**config.mk**
```make
export PLATFORM = sky130hd
export DESIGN_NAME = bslice_alu
export DESIGN_NICKNAME = d
export VERILOG_FILES = /design/src/rtl/alu_pkg.sv /design/src/rtl/alu_ctrl.sv /design/src/rtl/alu_slice.sv /design/src/rtl/bslice_alu.sv
export SDC_FILE = /design/constraint.sdc
export NUM_CORES = 1
export LEC_CHECK = 0
export ABC_AREA = 1
export BUFFER_PORTS_ARGS = -buffer_cell sky130_fd_sc_hd__buf_2
export CORE_ASPECT_RATIO = 1.4
export CORE_MARGIN = 5
export CORE_UTILIZATION = 50
export DETAILED_ROUTE_END_ITERATION = 10
export PLACE_DENSITY_LB_ADDON = 0.08
export SETUP_SLACK_MARGIN = 0.05
export SLEW_MARGIN = 15
export SYNTH_ARGS = -nofsm -noshare
export SYNTH_HDL_FRONTEND = slang
export SYNTH_HIERARCHICAL = 1
export SYNTH_SLANG_ARGS = --single-unit
```
**constraint.sdc**
```tcl
create_clock -name clk -period 23.2 [get_ports clk]
set_input_delay 1.16 -clock clk [delete_from_list [all_inputs] [get_ports clk]]
set_output_delay 1.16 -clock clk [all_outputs]
set_load 0.05 [all_outputs]
```
**src/rtl/alu_pkg.sv**
```systemverilog
package alu_pkg;
  typedef enum logic [2:0] {
    OP_AND  = 3'b000,
    OP_OR   = 3'b001,
    OP_ADD  = 3'b010,
    OP_ADDU = 3'b011,
    OP_SUB  = 3'b100,
    OP_SUBU = 3'b101
  } op_e;

  typedef enum logic [1:0] {
    SRC_AND  = 2'd0,
    SRC_OR   = 2'd1,
    SRC_SUM  = 2'd2,
    SRC_ZERO = 2'd3
  } src_e;
endpackage

```
**src/rtl/alu_ctrl.sv**
```systemverilog
module alu_ctrl
  import alu_pkg::*;
(
  input  logic [2:0] op_i,
  output logic       b_inv_o,
  output logic       cin0_o,
  output src_e       src_o,
  output logic       arith_o,
  output logic       signed_o
);
  always_comb begin
    b_inv_o  = 1'b0;
    cin0_o   = 1'b0;
    src_o    = SRC_ZERO;
    arith_o  = 1'b0;
    signed_o = 1'b0;
    case (op_i)
      OP_AND:  src_o = SRC_AND;
      OP_OR:   src_o = SRC_OR;
      OP_ADD:  begin src_o = SRC_SUM; arith_o = 1'b1; signed_o = 1'b1; end
      OP_ADDU: begin src_o = SRC_SUM; arith_o = 1'b1; end
      OP_SUB:  begin src_o = SRC_SUM; arith_o = 1'b1; signed_o = 1'b1;
                     b_inv_o = 1'b1; cin0_o = 1'b1; end
      OP_SUBU: begin src_o = SRC_SUM; arith_o = 1'b1;
                     b_inv_o = 1'b1; cin0_o = 1'b1; end
      default: src_o = SRC_ZERO;
    endcase
  end

  always_comb begin
    assert (!(signed_o && !arith_o));
    assert (!(b_inv_o && src_o != SRC_SUM));
  end
endmodule

```
**src/rtl/alu_slice.sv**
```systemverilog
module alu_slice
  import alu_pkg::*;
(
  input  logic a_i,
  input  logic b_i,
  input  logic cin_i,
  input  logic b_inv_i,
  input  src_e src_i,
  output logic res_o,
  output logic cout_o
);
  logic b_eff;
  logic sum;

  assign b_eff  = b_i ^ b_inv_i;
  assign sum    = a_i ^ b_eff ^ cin_i;
  assign cout_o = (a_i & cin_i) | (b_eff & cin_i) | (a_i & b_eff);

  always_comb begin
    case (src_i)
      SRC_AND: res_o = a_i & b_i;
      SRC_OR:  res_o = a_i | b_i;
      SRC_SUM: res_o = sum;
      default: res_o = 1'b0;
    endcase
  end
endmodule

```
**src/rtl/bslice_alu.sv**
```systemverilog
module bslice_alu
  import alu_pkg::*;
#(
  parameter int WIDTH = 32
) (
  input  logic             clk,
  input  logic             rst,
  input  logic [WIDTH-1:0] op_a,
  input  logic [WIDTH-1:0] op_b,
  input  logic [2:0]       op_sel,
  output logic [WIDTH-1:0] result_o,
  output logic             carry_o,
  output logic             ovf_o
);
  localparam int MSB = WIDTH - 1;

  logic             b_inv, cin0, arith, is_signed;
  src_e             src;
  logic [WIDTH:0]   chain;
  logic [WIDTH-1:0] res_w;
  logic             carry_w, ovf_w;

  alu_ctrl u_ctrl (
    .op_i     (op_sel),
    .b_inv_o  (b_inv),
    .cin0_o   (cin0),
    .src_o    (src),
    .arith_o  (arith),
    .signed_o (is_signed)
  );

  assign chain[0] = cin0;

  for (genvar i = 0; i < WIDTH; i++) begin : g_slice
    alu_slice u_slice (
      .a_i     (op_a[i]),
      .b_i     (op_b[i]),
      .cin_i   (chain[i]),
      .b_inv_i (b_inv),
      .src_i   (src),
      .res_o   (res_w[i]),
      .cout_o  (chain[i+1])
    );
  end

  assign carry_w = arith & chain[WIDTH];
  assign ovf_w   = is_signed & (chain[MSB] ^ chain[WIDTH]);

  always_ff @(posedge clk) begin
    if (rst) begin
      result_o <= '0;
      carry_o  <= 1'b0;
      ovf_o    <= 1'b0;
    end else begin
      result_o <= res_w;
      carry_o  <= carry_w;
      ovf_o    <= ovf_w;
    end
  end

  AST_RESET_CLEAR: assert property (@(posedge clk)
    rst |=> (result_o == '0 && !carry_o && !ovf_o));
  AST_AND_RESULT: assert property (@(posedge clk) disable iff (rst)
    (op_sel == OP_AND) |=> result_o == ($past(op_a) & $past(op_b)));
  AST_OR_RESULT: assert property (@(posedge clk) disable iff (rst)
    (op_sel == OP_OR) |=> result_o == ($past(op_a) | $past(op_b)));
  AST_ADD_SUM: assert property (@(posedge clk) disable iff (rst)
    (op_sel == OP_ADD || op_sel == OP_ADDU)
      |=> result_o == $past(op_a) + $past(op_b));
  AST_SUB_DIFF: assert property (@(posedge clk) disable iff (rst)
    (op_sel == OP_SUB || op_sel == OP_SUBU)
      |=> result_o == $past(op_a) - $past(op_b));
  AST_NO_OVERFLOW: assert property (@(posedge clk) disable iff (rst)
    !(op_sel == OP_ADD || op_sel == OP_SUB) |=> !ovf_o);
  AST_LOGIC_NO_CARRY: assert property (@(posedge clk) disable iff (rst)
    (op_sel == OP_AND || op_sel == OP_OR) |=> !carry_o);
  AST_RESERVED_ZERO: assert property (@(posedge clk) disable iff (rst)
    (op_sel[2:1] == 2'b11) |=> (result_o == '0 && !carry_o && !ovf_o));
endmodule

```
==> metrics.cfg <==
[final_layout]
final_cells = 874
area.growth.synth_to_final_pct = 16.96
finish.utilization = 0.6038
n_fill_cell = 784
layout_common_cells = inv_1, nand2_1, buf_2
antennaDiodeCount = 0
final_common_cell = inv_1
nNetsFinal = 878
final_layout_size_suffix_gt1_frac = 0.1925

[power]
p_sw_uw = 106.0
powerDensity_mw_per_mm2 = 49.57
comb_power_share = 0.528
peakVddDrop_v = 0.00002621
pwr-share-clk = 0.185
power.share.sequential = 0.287
p_int_uw = 128.8
total_power_uw = 234.8
leakage_nw = 3.219
p_sw_frac = 0.4514

[global_routing]
grt_pass1_wl_mm = 14.50
grt_util_all_layers = 0.1767
grt_pass1_vias = 3662
overflow = 0
antenna_found_initial = 0
grt_max_degree = 65

[floorplanning]
ioPinCount = 103
die_area_sq_mm = 0.01003
die_x_um = 86.07
initial_core_util = 0.5163
coreArea_sq_mm = 0.007845
rows = 38
die_y_um = 116.5

[route]
drt-total-wl_mm = 8.171
first_iter_violations = 133
route.vias.total = 3738
wire_per_inst_um = 9.349
dr.pass1.iters = 4
ant_nets = 0
vias_per_cell = 4.277
drc = 0

[logic_synthesis]
ys_seq_area_frac = 0.1681
ys_ff_latch = 34
syn_nets = 772
ys_warn_count = 6
netlist_instances = 668
syn_avg_cell_area_sq_um = 6.063
synth_cell_types = 12
syn_area_sq_mm = 0.004050

[sta]
setup_violations = 0
drv_slew = 0
tightest_slew_ns = 0.7779
fmax_mhz = 57.68
period_needed_ns = 17.34
tns_ns = 0
hold_violations = 0
rsz0062_at_grt = false
maxSlewHeadroom = 0.4806
min_period_over_period = 0.7473

[flow_run]
drv_cap = 0

[place]
port_buffers = 102
placed_cells = 867
hpwlAfterDp_mm = 6.293
gp_congestion = 0.7605

[worst_setup_path]
cpMostUsedCell = inv_1
startpoint_type = input pin
critical_path.max_stage_delay_ns = 0.49
crit_family = adder cells
cp_max_fo = 31
required_ns = 23.35
endpoint_kind = register
path_buf_inv = 65
worstPathArrival_ns = 17.49
critical_path_class = input pin to register
slowest_stage = fa_1

[clocking]
htreeDepth = 2
cts_tree = yes
clockRootBuffer = clkbuf_8
postCtsSetupBuffers = 0
post_cts_resized = 0
clock_sinks = 34
postCtsHoldBufs = 0
clk_pin_slew_worst_paths_ns = 0.08
clock_path_buffers = 2
numCtsBuffers = 5

[outcome]
outcome = finished, final reports clean

[hold_path]
hold_class = input pin to register

## worst paths after layout
kind / from / end / slack, ns / cells after the start
worst min-delay path: op_sel[0] / ovf_o / 1.24 / 6
worst max-delay path: op_sel[1] / result_o[31] / 5.86 / 101
## synthesized netlist by cell type
cell / number / share of area
buf_4: 1 / 0.0019
buf_6: 4 / 0.011
dfxtp_1: 34 / 0.17
fa_1: 32 / 0.16
ha_1: 3 / 0.0093
inv_1: 262 / 0.24
nand2_1: 134 / 0.12
nand3_1: 33 / 0.041
nand3_2: 32 / 0.079
nor2_1: 98 / 0.091
nor2_2: 3 / 0.0046
xnor2_1: 32 / 0.069
## final cells by class
| type | count | area, sq um | share of cell area |
|---|---|---|---|
| multi-input combinational | 367 | 2344 | 0.4947 |
| inverter | 262 | 983.4 | 0.2076 |
| sequential | 34 | 680.7 | 0.1437 |
| timing repair buffer | 104 | 525.5 | 0.1109 |
| tap | 100 | 125.1 | 0.02641 |
| clock buffer | 5 | 68.82 | 0.01453 |
| clock inverter | 2 | 10.01 | 0.002113 |
## power groups by stage
| stage | Combinational (mW) | Sequential (mW) | Clock (mW) |
|---|---|---|---|
| global placement | 0.123 | 0.0687 | 0 |
| detailed placement | 0.126 | 0.0687 | 0 |
| CTS | 0.126 | 0.0675 | 0.0458 |
| global route | 0.144 | 0.0679 | 0.0483 |
| finish | 0.124 | 0.0673 | 0.0435 |
| floorplan | 0.0726 | 0.0947 | 0 |
## stage by stage
stage	area [sq um]	hold WS, ns	setup slack [ns]
4_1_cts	4732	1.234	5.662
6_report	4737	1.242	5.862
5_1_grt	4737	1.294	4.494
2_1_floorplan	4050	1.348	5.212
3_5_place_dp	4653	1.552	5.356
3_3_place_gp	4653	1.548	5.592
## cell families after synthesis
family,count (synthesis),share of synthesized area
flops,34,0.1681
xor+xnor,32,0.06920
buf+inv,267,0.2558
simple gates,300,0.3395
fa+ha+maj,35,0.1674
## metal layers
metal,up-vias,part of all wire,global-route usage
li1,2018,-,-
met1,1639,0.41,0.1854
met2,69,0.52,0.3423
met3,12,0.057,0.03881
met4,0,0.017,0.05913
met5,-,0,0
## registers in the layout, summed over array words and instances, names as in the netlist
| signal | count |
|---|---|
| ovf_o | 1 |
| carry_o | 1 |
| result_o | 32 |
Power figures use the tool's default switching activity.
